<file path="src/rtl/seeprom_pkg.sv">
package seeprom_pkg;

   // Host-side command codes as presented on cmd_op.
   typedef enum logic [2:0] {
      OP_READ  = 3'd0,
      OP_WRITE = 3'd1,
      OP_ERASE = 3'd2,
      OP_WRALL = 3'd3,
      OP_ERALL = 3'd4,
      OP_WREN  = 3'd5,
      OP_WRDIS = 3'd6,
      OP_NONE  = 3'd7
   } host_op_e;

   // Serial opcode field values.
   localparam logic [1:0] SER_READ  = 2'b10;
   localparam logic [1:0] SER_WRITE = 2'b01;
   localparam logic [1:0] SER_ERASE = 2'b11;
   localparam logic [1:0] SER_EXT   = 2'b00;

   // Sub-command selectors carried in the top two address bits.
   localparam logic [1:0] SUB_WRALL = 2'b01;
   localparam logic [1:0] SUB_ERALL = 2'b10;
   localparam logic [1:0] SUB_WREN  = 2'b11;
   localparam logic [1:0] SUB_WRDIS = 2'b00;

endpackage

</file>
<file path="src/rtl/seeprom_tick.sv">
module seeprom_tick #(
   parameter int HALF = 8
) (
   input  logic clk,
   input  logic rst_n,
   input  logic clear,
   output logic tick
);

   initial begin : p_param_chk
      assert (HALF >= 1) else $fatal(1, "HALF must be at least 1");
   end

   generate
      if (HALF == 1) begin : g_every
         logic unused_ok;
         assign unused_ok = clk ^ rst_n;
         assign tick = ~clear;
      end else begin : g_count
         localparam int CW = $clog2(HALF);
         logic [CW-1:0] cnt_q;
         always_ff @(posedge clk or negedge rst_n) begin
            if (!rst_n) begin
               cnt_q <= '0;
            end else if (clear || cnt_q == CW'(HALF - 1)) begin
               cnt_q <= '0;
            end else begin
               cnt_q <= cnt_q + 1'b1;
            end
         end
         assign tick = ~clear && (cnt_q == CW'(HALF - 1));
      end
   endgenerate

endmodule

</file>
<file path="src/rtl/seeprom_frame.sv">
module seeprom_frame
   import seeprom_pkg::*;
#(
   parameter int ADDR_W = 6,
   parameter int DATA_W = 16
) (
   input  logic [2:0]                   cmd_op,
   input  logic [ADDR_W-1:0]            cmd_addr,
   input  logic [DATA_W-1:0]            cmd_wdata,
   output logic [3+ADDR_W+DATA_W-1:0]   frame,
   output logic [$clog2(3+ADDR_W+DATA_W+1)-1:0] nclk,
   output logic                         is_read,
   output logic                         needs_poll,
   output logic                         legal
);

   localparam int HDR_W   = 3 + ADDR_W;
   localparam int FRAME_W = HDR_W + DATA_W;
   localparam int LW      = $clog2(FRAME_W + 1);

   initial begin : p_param_chk
      assert (ADDR_W >= 3) else $fatal(1, "ADDR_W must be at least 3");
      assert (DATA_W >= 2) else $fatal(1, "DATA_W must be at least 2");
   end

   logic [1:0]        opc;
   logic [ADDR_W-1:0] fld;
   logic              with_data;

   always_comb begin
      opc        = SER_EXT;
      fld        = cmd_addr;
      with_data  = 1'b0;
      is_read    = 1'b0;
      needs_poll = 1'b0;
      legal      = 1'b1;
      case (host_op_e'(cmd_op))
         OP_READ:  begin opc = SER_READ;  is_read = 1'b1; end
         OP_WRITE: begin opc = SER_WRITE; with_data = 1'b1; needs_poll = 1'b1; end
         OP_ERASE: begin opc = SER_ERASE; needs_poll = 1'b1; end
         OP_WRALL: begin
            fld = {SUB_WRALL, {(ADDR_W-2){1'b0}}};
            with_data = 1'b1; needs_poll = 1'b1;
         end
         OP_ERALL: begin
            fld = {SUB_ERALL, {(ADDR_W-2){1'b0}}};
            needs_poll = 1'b1;
         end
         OP_WREN:  fld = {SUB_WREN,  {(ADDR_W-2){1'b0}}};
         OP_WRDIS: fld = {SUB_WRDIS, {(ADDR_W-2){1'b0}}};
         default:  legal = 1'b0;
      endcase
      frame = {1'b1, opc, fld, (with_data ? cmd_wdata : {DATA_W{1'b0}})};
      nclk  = (with_data || is_read) ? LW'(FRAME_W) : LW'(HDR_W);
   end

endmodule

</file>
<file path="src/rtl/seeprom_poll.sv">
module seeprom_poll #(
   parameter int CS_LOW_CYC  = 60,
   parameter int SETTLE_CYC  = 63,
   parameter int TIMEOUT_CYC = 1250000
) (
   input  logic clk,
   input  logic rst_n,
   input  logic start,
   input  logic ee_do,
   output logic cs_hi,
   output logic ready_q,
   output logic timeout_q,
   output logic active
);

   localparam int M1   = (CS_LOW_CYC > SETTLE_CYC) ? CS_LOW_CYC : SETTLE_CYC;
   localparam int MAXC = (M1 > TIMEOUT_CYC) ? M1 : TIMEOUT_CYC;
   localparam int CW   = $clog2(MAXC + 1);

   initial begin : p_param_chk
      assert (CS_LOW_CYC >= 1)  else $fatal(1, "CS_LOW_CYC must be at least 1");
      assert (SETTLE_CYC >= 1)  else $fatal(1, "SETTLE_CYC must be at least 1");
      assert (TIMEOUT_CYC >= 1) else $fatal(1, "TIMEOUT_CYC must be at least 1");
   end

   typedef enum logic [1:0] {P_IDLE, P_LOW, P_SETTLE, P_WAIT} ph_e;
   ph_e           ph_q;
   logic [CW-1:0] cnt_q;

   always_ff @(posedge clk or negedge rst_n) begin
      if (!rst_n) begin
         ph_q      <= P_IDLE;
         cnt_q     <= '0;
         cs_hi     <= 1'b0;
         ready_q   <= 1'b0;
         timeout_q <= 1'b0;
      end else begin
         ready_q   <= 1'b0;
         timeout_q <= 1'b0;
         case (ph_q)
            P_IDLE: if (start) begin
               ph_q  <= P_LOW;
               cnt_q <= '0;
            end
            P_LOW: if (cnt_q == CW'(CS_LOW_CYC - 1)) begin
               ph_q  <= P_SETTLE;
               cnt_q <= '0;
               cs_hi <= 1'b1;
            end else begin
               cnt_q <= cnt_q + 1'b1;
            end
            P_SETTLE: if (cnt_q == CW'(SETTLE_CYC - 1)) begin
               ph_q  <= P_WAIT;
               cnt_q <= '0;
            end else begin
               cnt_q <= cnt_q + 1'b1;
            end
            P_WAIT: if (ee_do) begin
               ready_q <= 1'b1;
               cs_hi   <= 1'b0;
               ph_q    <= P_IDLE;
            end else if (cnt_q == CW'(TIMEOUT_CYC - 1)) begin
               timeout_q <= 1'b1;
               cs_hi     <= 1'b0;
               ph_q      <= P_IDLE;
            end else begin
               cnt_q <= cnt_q + 1'b1;
            end
            default: ph_q <= P_IDLE;
         endcase
      end
   end

   assign active = (ph_q != P_IDLE);

   AST_ONE_OUTCOME: assert property (@(posedge clk) disable iff (!rst_n)
      !(ready_q && timeout_q));
   AST_TIMEOUT_FROM_WAIT: assert property (@(posedge clk) disable iff (!rst_n)
      timeout_q |-> ($past(ph_q) == P_WAIT));

endmodule

</file>
<file path="src/rtl/seeprom_cmd_master.sv">
module seeprom_cmd_master
   import seeprom_pkg::*;
#(
   parameter int ADDR_W      = 6,
   parameter int DATA_W      = 16,
   parameter int SK_HALF     = 8,
   parameter int CS_LOW_CYC  = 60,
   parameter int SETTLE_CYC  = 63,
   parameter int TIMEOUT_CYC = 1250000
) (
   input  logic              clk,
   input  logic              rst_n,
   input  logic              cmd_valid,
   input  logic [2:0]        cmd_op,
   input  logic [ADDR_W-1:0] cmd_addr,
   input  logic [DATA_W-1:0] cmd_wdata,
   output logic              busy,
   output logic              done,
   output logic              timeout,
   output logic [DATA_W-1:0] rdata,
   output logic              ee_cs,
   output logic              ee_sk,
   output logic              ee_di,
   input  logic              ee_do
);

   localparam int HDR_W   = 3 + ADDR_W;
   localparam int FRAME_W = HDR_W + DATA_W;
   localparam int LW      = $clog2(FRAME_W + 1);
   localparam int GW      = $clog2(CS_LOW_CYC + 1);

   typedef enum logic [1:0] {S_IDLE, S_SHIFT, S_POLL} st_e;

   st_e                st_q;
   logic [FRAME_W-1:0] f_frame, shreg_q;
   logic [LW-1:0]      f_len, len_q, bit_q;
   logic               f_read, f_poll, f_legal;
   logic               read_q, pollreq_q;
   logic               sk_q, di_q, scs_q, done_q, to_q;
   logic [DATA_W-1:0]  rd_q;
   logic               tick, accept, last_fall, poll_start;
   logic               poll_cs, poll_rdy, poll_to, poll_act;

   seeprom_frame #(.ADDR_W(ADDR_W), .DATA_W(DATA_W)) u_frame (
      .cmd_op     (cmd_op),
      .cmd_addr   (cmd_addr),
      .cmd_wdata  (cmd_wdata),
      .frame      (f_frame),
      .nclk       (f_len),
      .is_read    (f_read),
      .needs_poll (f_poll),
      .legal      (f_legal)
   );

   seeprom_tick #(.HALF(SK_HALF)) u_tick (
      .clk   (clk),
      .rst_n (rst_n),
      .clear (st_q != S_SHIFT),
      .tick  (tick)
   );

   seeprom_poll #(
      .CS_LOW_CYC  (CS_LOW_CYC),
      .SETTLE_CYC  (SETTLE_CYC),
      .TIMEOUT_CYC (TIMEOUT_CYC)
   ) u_poll (
      .clk       (clk),
      .rst_n     (rst_n),
      .start     (poll_start),
      .ee_do     (ee_do),
      .cs_hi     (poll_cs),
      .ready_q   (poll_rdy),
      .timeout_q (poll_to),
      .active    (poll_act)
   );

   assign accept     = cmd_valid && (st_q == S_IDLE) && f_legal;
   assign last_fall  = (st_q == S_SHIFT) && tick && sk_q && (bit_q == len_q - 1'b1);
   assign poll_start = last_fall && pollreq_q;

   always_ff @(posedge clk or negedge rst_n) begin
      if (!rst_n) begin
         st_q      <= S_IDLE;
         shreg_q   <= '0;
         len_q     <= '0;
         bit_q     <= '0;
         read_q    <= 1'b0;
         pollreq_q <= 1'b0;
         sk_q      <= 1'b0;
         di_q      <= 1'b0;
         scs_q     <= 1'b0;
         done_q    <= 1'b0;
         to_q      <= 1'b0;
         rd_q      <= '0;
      end else begin
         done_q <= 1'b0;
         to_q   <= 1'b0;
         case (st_q)
            S_IDLE: if (accept) begin
               st_q      <= S_SHIFT;
               shreg_q   <= f_frame << 1;
               di_q      <= f_frame[FRAME_W-1];
               len_q     <= f_len;
               read_q    <= f_read;
               pollreq_q <= f_poll;
               bit_q     <= '0;
               scs_q     <= 1'b1;
               sk_q      <= 1'b0;
            end
            S_SHIFT: if (tick) begin
               if (!sk_q) begin
                  sk_q <= 1'b1;
                  if (read_q && bit_q >= LW'(HDR_W)) begin
                     rd_q <= {rd_q[DATA_W-2:0], ee_do};
                  end
               end else begin
                  sk_q <= 1'b0;
                  if (bit_q == len_q - 1'b1) begin
                     scs_q <= 1'b0;
                     di_q  <= 1'b0;
                     if (pollreq_q) begin
                        st_q <= S_POLL;
                     end else begin
                        st_q   <= S_IDLE;
                        done_q <= 1'b1;
                     end
                  end else begin
                     bit_q   <= bit_q + 1'b1;
                     di_q    <= shreg_q[FRAME_W-1];
                     shreg_q <= shreg_q << 1;
                  end
               end
            end
            S_POLL: if (poll_rdy) begin
               done_q <= 1'b1;
               st_q   <= S_IDLE;
            end else if (poll_to) begin
               to_q <= 1'b1;
               st_q <= S_IDLE;
            end
            default: st_q <= S_IDLE;
         endcase
      end
   end

   assign busy    = (st_q != S_IDLE);
   assign done    = done_q;
   assign timeout = to_q;
   assign rdata   = rd_q;
   assign ee_cs   = scs_q | poll_cs;
   assign ee_sk   = sk_q;
   assign ee_di   = di_q;

   // Checker-side count of cycles with chip select low.
   logic [GW-1:0] cs_low_cnt;
   always_ff @(posedge clk or negedge rst_n) begin
      if (!rst_n) begin
         cs_low_cnt <= '0;
      end else if (ee_cs) begin
         cs_low_cnt <= '0;
      end else if (cs_low_cnt != GW'(CS_LOW_CYC)) begin
         cs_low_cnt <= cs_low_cnt + 1'b1;
      end
   end

   AST_SK_NEEDS_CS: assert property (@(posedge clk) disable iff (!rst_n)
      ee_sk |-> ee_cs);
   AST_DI_HOLD_SK_HIGH: assert property (@(posedge clk) disable iff (!rst_n)
      ee_sk |-> $stable(ee_di));
   AST_CS_LOW_MIN: assert property (@(posedge clk) disable iff (!rst_n)
      ($rose(ee_cs) && st_q == S_POLL) |-> (cs_low_cnt >= GW'(CS_LOW_CYC)));
   AST_POLL_IN_POLL: assert property (@(posedge clk) disable iff (!rst_n)
      poll_act |-> (st_q == S_POLL));
   AST_END_FROM_BUSY: assert property (@(posedge clk) disable iff (!rst_n)
      (done || timeout) |-> ($past(busy) && !busy));
   AST_RDATA_HOLD: assert property (@(posedge clk) disable iff (!rst_n)
      (st_q != S_SHIFT || !read_q) |=> $stable(rdata));

endmodule

</file>
<file path="config.mk">
export PLATFORM = sky130hd
export DESIGN_NAME = seeprom_cmd_master
export DESIGN_NICKNAME = d
export VERILOG_FILES = /design/src/rtl/seeprom_pkg.sv /design/src/rtl/seeprom_tick.sv /design/src/rtl/seeprom_frame.sv /design/src/rtl/seeprom_poll.sv /design/src/rtl/seeprom_cmd_master.sv
export SDC_FILE = /design/constraint.sdc
export NUM_CORES = 1
export LEC_CHECK = 0
export CAP_MARGIN = 5
export CORE_MARGIN = 4
export CORE_UTILIZATION = 62
export CTS_BUF_LIST = sky130_fd_sc_hd__clkbuf_2
export DETAILED_ROUTE_END_ITERATION = 6
export GPL_ROUTABILITY_DRIVEN = 0
export PLACE_DENSITY = 0.88
export SLEW_MARGIN = 40
export SYNTH_ARGS = -nofsm -noshare
export SYNTH_HDL_FRONTEND = slang
export SYNTH_SLANG_ARGS = --single-unit
</file>
<file path="constraint.sdc">
create_clock -name clk -period 4.4 [get_ports clk]
set_input_delay 1.32 -clock clk [delete_from_list [all_inputs] [get_ports clk]]
set_output_delay 1.32 -clock clk [all_outputs]
set_load 0.1 [all_outputs]
</file>
==> results.md, run 1 <==
- Hold Buf Count CTS: 0
- Hold path start: u_tick.g_count.cnt_q[0]
- Syn Inst Count: ~430
- Critical path's slowest cell: dfrtp_1
- Worst R2R Path Depth: 7
- Final Skew: 23.5 ps
- # DRC: 0
- Worst-margin pin slew: 781 ps
- PD cells: slightly above 600 nW/um^2
- Max IR drop VDD: a little under 0.3 mV
- DIE WIDTH: 91.7 um
- Biggest cell delay along the critical path: between 400 and 500 ps
- Pleak: 2.16 nW
- Number of max-cap violations: 0
- Slew headroom: about 48%
- Top fanout value on the critical path: 9
- Layout net count: 521
- Vias per cell: between 5 and 6
- Die ar.: 8410 um^2
- Number of cells on the critical path: 4
- Cell Area, Synth: approximately 4300 um^2
- Critical path arrival: 1830 ps
- Total number of yosys warnings: 0
- Crit path buffers/inverters: 3
- Post-synthesis sequential area ratio: 49.0%
- Via Count: between 3,000 and 4,000
- Area of the multi-input gates: between 2000 and 2500 um^2
- Synth unique cells: 50
- I/O pin cnt: 51
- Syn Nets: 476
- WL final: roughly 9000 um
- Asr flop ratio synth: 100%
- Count of final setup violators: 0
- Site row count: 30
- Setup_tns: 0 ps
- Primary FF master, synth: dfrtp_1
- Hold Path Cell Cnt: 1
- Slew Limit Fails: 0
- Most frequent cells in the layout: dfrtp_1 (85), nand2_1 (40), nor2_1 (37)
- Sequential share of power: ~39%
- Area Growth Syn to Fin: 13.2%
- Switching pwr: 1.39 mW
- Die Ht: 91.7 um
- CTS root buf: clkbuf_2
- Register area: 2130 um^2
- RR Startpoint: u_poll.cnt_q[11]
- Final hold viol count: 0
- Fin crit period: roughly 3100 ps
- Startpoint Class: flip-flop
- Worst-Skew Late Latency: between 500 and 600 ps
- Power Total: 3.07 mW
- F_max: between 300 and 400 MHz
- TritonCTS Buffers: 9
- Fill cells: slightly above 500
- DRT iter0 DRCs: between 150 and 200
- H-tree lvl count: 3
- Grt total ovfl: 0
- Post-CTS sizing: 0
- Most common cell after layout, fill and taps aside: dfrtp_1
- EDFF count, synth: 0
- Core box area: 6790 um^2
- DRT Pass-1 Iters: 5
- Vias in the first global route: around 3,300
- Clock tree sinks: 85
- Syn avg cell area: about 10 um^2
- HP Class: reg -> reg
- Final HPWL DP: 6250 um
- Tot GR Track Use: 22.4%
- Reg2reg end: u_poll.cnt_q[8]
- Clock Power Share: between 10% and 20%
- Combinational cell fraction of total power: 49.1%
- Post-CTS setup buffers: 0
- Sw Ratio: 45.3%
- Wire per inst: ~16 um
- Diodes inserted: 0
- Clk slew on worst S/H paths: roughly 230 ps
- Most frequent CP cell: inv_1
- Synthesized flop and latch total: 85
- Hold Slack: 457 ps
- TritonCTS clock tree: yes
- Initial antenna violation count: 0
- RSZ-0062 raised after global routing: false
- Antenna Nets Post-Route: 0
- CTS Buffer Depth: 2
- Post-layout util: slightly above 70%
- Data required time of the critical path: a little over 3000 ps
- Outcome: complete, no violations
- Crit end category: output pin
- PortBufs: 50
- FF-to-FF setup slack: between 1000 and 1500 ps
- Share of cells above drive strength 1: between 15 and 20%
- WHS Endpoint: u_tick.g_count.cnt_q[0]
- Largest net degree at the start of global routing: 86
- Worst-path cell chain: inv_1, ha_1, inv_1, buf_4
- Global-route wire length before repair: around 15,000 um
- Cell Int Power: about 1.7 mW
- Period utilization: between 70% and 80%
- WS Path Type: reg -> out
- Initial core utilization: 63.9%
- Crit-path leading delay family: buffers and inverters
## synthesized netlist by cell type (all sizes together) (13+ instances only)
master | instances | area, um^2
dfrtp | 85 | 2130
nand2 | 40 | 150
nor2 | 37 | 139
a21oi | 34 | 170
a22oi | 19 | 143
o31ai | 19 | 143
mux2 | 18 | 203
a2bb2oi | 17 | 149
nand3 | 17 | 85.1
clkbuf | 15 | 56.3
ha | 15 | 188
inv | 13 | 48.8
## cells by family (layout without fill, tap and decap cells)
logic type,after synthesis,after routing,synth area share (%)
buffers and inverters,35,85,3.28
multiplexers,20,20,5.42
AO/OA/AOI/OAI,126,126,20.3
AND/OR/NAND/NOR,143,143,16.1
flip-flops,85,85,49.0
adder cells (fa/ha/maj),15,15,4.32
XOR/XNOR,8,8,1.61
## state kept, by name, indices dropped and copies added, names as in the netlist
name and count:
bit_q 5, done 1, ee_di 1, ee_sk 1, len_q 2, pollreq_q 1, rdata 16, read_q 1
scs_q 1, shreg_q 24, st_q 2, timeout 1, u_poll.cnt_q 21, u_poll.cs_hi 1, u_poll.ph_q 2, u_poll.ready_q 1
u_poll.timeout_q 1, u_tick.g_count.cnt_q 3
## routing by layer
layer	wire, um	up-vias	track usage [%]
li1	-	1671	-
met1	3920	1685	30.4
met2	4610	76	36.3
met3	357	14	3.61
met4	150	0	8.54
met5	0	-	0
## power groups by stage
stage,clock [mW],sequential (mW),combinational [mW]
after floorplan,0,1.21,1.17
after global placement,0,1.19,1.45
after detailed placement,0,1.20,1.50
after CTS,0.380,1.19,1.51
after global routing,0.418,1.22,1.69
final,0.374,1.19,1.51
## worst max path at each step
stage	startpoint	end	slack, ps
after floorplan	cmd_op[2]	shreg_q[21]	1330
after global placement	cmd_op[2]	shreg_q[21]	890
after detailed placement	cmd_op[2]	shreg_q[13]	770
after CTS	st_q[1]	busy	1230
after global routing	cmd_op[2]	shreg_q[18]	1110
final	st_q[1]	busy	1250
## worst register-to-register path, cell delays in order, from the launching register on
cell	delay [ps]
dfrtp_1	500
nor4_1	440
nand2_1	180
o31ai_1	430
a21o_1	170
buf_4	250
or2_1	670
o31ai_1	170
## area by class of cell
| type | count | share of cell area [%] |
|---|---|---|
| Sequential cell | 85 | 43.3 |
| Multi-Input combinational cell | 312 | 42.2 |
| Timing Repair Buffer | 56 | 8.98 |
| Tap cell | 96 | 2.44 |
| Clock inverter | 7 | 1.17 |
| Inverter | 13 | 0.992 |
| Clock buffer | 9 | 0.916 |
## through the flow
stage / setup slack [ps] / instances / instance area, um^2
after floorplan: 1330 / 432 / 4340
after global placement: 885 / 562 / 4910
after detailed placement: 771 / 562 / 4810
after CTS: 1230 / 578 / 4910
after global routing: 1110 / 578 / 4920
final: 1250 / 578 / 4920
(Power assumes the default switching activity.)
==> run 2, diff against run 1 <==
--- a/config.mk
+++ b/config.mk
@@ -7,11 +7,11 @@
 export LEC_CHECK = 0
 export CAP_MARGIN = 5
 export CORE_MARGIN = 4
-export CORE_UTILIZATION = 62
+export CORE_UTILIZATION = 52
 export CTS_BUF_LIST = sky130_fd_sc_hd__clkbuf_2
 export DETAILED_ROUTE_END_ITERATION = 6
 export GPL_ROUTABILITY_DRIVEN = 0
-export PLACE_DENSITY = 0.88
+export PLACE_DENSITY = 0.79
 export SLEW_MARGIN = 40
 export SYNTH_ARGS = -nofsm -noshare
 export SYNTH_HDL_FRONTEND = slang
==> constraint.sdc (replaced) <==
create_clock -name clk -period 2.8 [get_ports clk]
set_input_delay 0.84 -clock clk [delete_from_list [all_inputs] [get_ports clk]]
set_output_delay 0.84 -clock clk [all_outputs]
set_load 0.1 [all_outputs]
==> run 2 against run 1 <==
  * Non-clock buffer count rose by 13
  * Setup slack got worse by 1100 ps
  * Sequential share of layout area is 1.8 points lower
  * Combinational power grew 71%
  * Via count grew 2.0%
  * Power grew 65%
  * Critical path depth up 3
  * Largest power group unchanged
==> results.md, run 2 (same netlist as run 1, synthesis figures left out) <==
- Crit path buffers/inverters: 1
- Global-route wire length before repair: 15,800 um
- WL final: around 9300 um
- Wire per inst: ~15 um
- Tot GR Track Use: 19.7%
- HP Class: in -> async
- F_max: approximately 380 MHz
- Worst-Skew Late Latency: about 520 ps
- Core box area: 8180 um^2
- Final HPWL DP: 6700 um
- Grt total ovfl: 0
- DIE WIDTH: a little under 100 um
- CTS Buffer Depth: 2
- Fin crit period: 2640 ps
- Largest net degree at the start of global routing: 50
- Critical path's slowest cell: or4_1
- Crit-path leading delay family: simple AND/OR/NAND/NOR gates
- Slew headroom: a little under three fifths
- Count of final setup violators: 0
- DRT Pass-1 Iters: 5
- Die ar.: between 9000 and 10,000 um^2
- Worst R2R Path Depth: 7
- Number of max-cap violations: 0
- Final hold viol count: 0
- Hold Buf Count CTS: 0
- Slew Limit Fails: 0
- Number of cells on the critical path: 7
- I/O pin cnt: ~50
- Clock tree sinks: between 80 and 90
- Layout net count: around 530
- Startpoint Class: flip-flop
- Layout Cells excl Fill: 600
- TritonCTS clock tree: yes
- Most frequent cells in the layout: dfrtp_1 (85), nand2_1 (40), buf_4 (39)
- Clk slew on worst S/H paths: approximately 230 ps
- Area Growth Syn to Fin: 18.2%
- Setup_tns: 0 ps
- Biggest cell delay along the critical path: roughly 590 ps
- Diodes inserted: 0
- Die Ht: about 99 um
- Initial core utilization: 53.1%
- Top fanout value on the critical path: 7
- Via Count: between 3,000 and 4,000
- Critical path arrival: 3070 ps
- Outcome: complete, no violations
- WS Path Type: reg -> reg
- PD cells: around 990 nW/um^2
- Antenna Nets Post-Route: 0
- Post-CTS setup buffers: 0
- Most common cell after layout, fill and taps aside: dfrtp_1
- Period utilization: 94.3%
- Vias per cell: around 5.9
- Max IR drop VDD: around 0.53 mV
- PortBufs: 50
- CTS root buf: clkbuf_2
- # DRC: 0
- Crit end category: flip-flop
- Pleak: roughly 2.2 nW
- TritonCTS Buffers: 9
- RSZ-0062 raised after global routing: false
- Top reg by flops: shreg_q
- Data required time of the critical path: between 3000 and 4000 ps
- DRT iter0 DRCs: 150
- Site row count: 33
- Worst-path cell chain: nor4_1, buf_4, nand2_1, or4_1, a31oi_1, and3_1, mux2_2
- H-tree lvl count: 3
- Cells after DPL: 584
- Worst-margin pin slew: about 650 ps
- Max reg flops: 24
- Initial antenna violation count: 0
- Final Skew: roughly 22 ps
- Vias in the first global route: ~3,400
- Share of cells above drive strength 1: between 10% and 20%
-- run 2: cell types whose count changed in the layout (fill, tap and decap cells not counted), moves of 2 or more --
cell and delta:
buf_4 +32, buf_2 -21, buf_12 +3, clkinv_2 +2
-- run 2: repair_timing --
action	in CTS	in global routing
setup endpoints to repair	0	13
resized for setup	0	1
endpoints found under the hold margin	0	0
-- run 2: worst paths after layout --
check | startpoint | to | slack [ps]
worst max-delay path | u_poll.cnt_q[11] | u_poll.ph_q[1] | 160
worst min-delay path | rst_n | bit_q[4] | 300
worst max register to register | u_poll.cnt_q[11] | u_poll.ph_q[1] | 160
worst min register to register | u_tick.g_count.cnt_q[0] | u_tick.g_count.cnt_q[0] | 470
max in group asynchronous | rst_n | rdata[5] | 1860
min in group clk | u_tick.g_count.cnt_q[0] | u_tick.g_count.cnt_q[0] | 470
-- run 2: layout make-up --
class | count | area [um^2]
inverters | 13 | 48.8
repair buffers | 69 | 623
fillers | 691 | 3040
clock inverters | 7 | 65.1
clock buffers | 9 | 45.0
multi-input cells | 312 | 2090
well taps | 105 | 131
flip-flops and latches | 85 | 2130
-- run 2: metal layers --
metal  GRT usage [%]  wire (um)  vias up
li1                -          -     1699
met1            25.0       3990     1720
met2            33.2       4740       82
met3            5.19        400       14
met4            5.46        148        0
met5               0          0        -
-- run 2: per-stage QoR --
stage          setup slack [ps]  cell area, um^2  utilization, %  power, mW  hold WS (ps)
2_1_floorplan               209             4340               -       3.74           409
3_3_place_gp                236             5010            61.3       4.37           420
3_5_place_dp                184             5010            61.3       4.48           463
4_1_cts                     147             5120            62.7       5.11           274
5_1_grt                    8.02             5130            62.8       5.49           255
6_report                    159             5130            62.8       5.07           296
-- run 2: where the power goes --
| group | switching [mW] | internal [mW] |
|---|---|---|
| Combinational | 1.48 | 1.10 |
| Clock | 0.417 | 0.202 |
| Sequential | 0.282 | 1.58 |
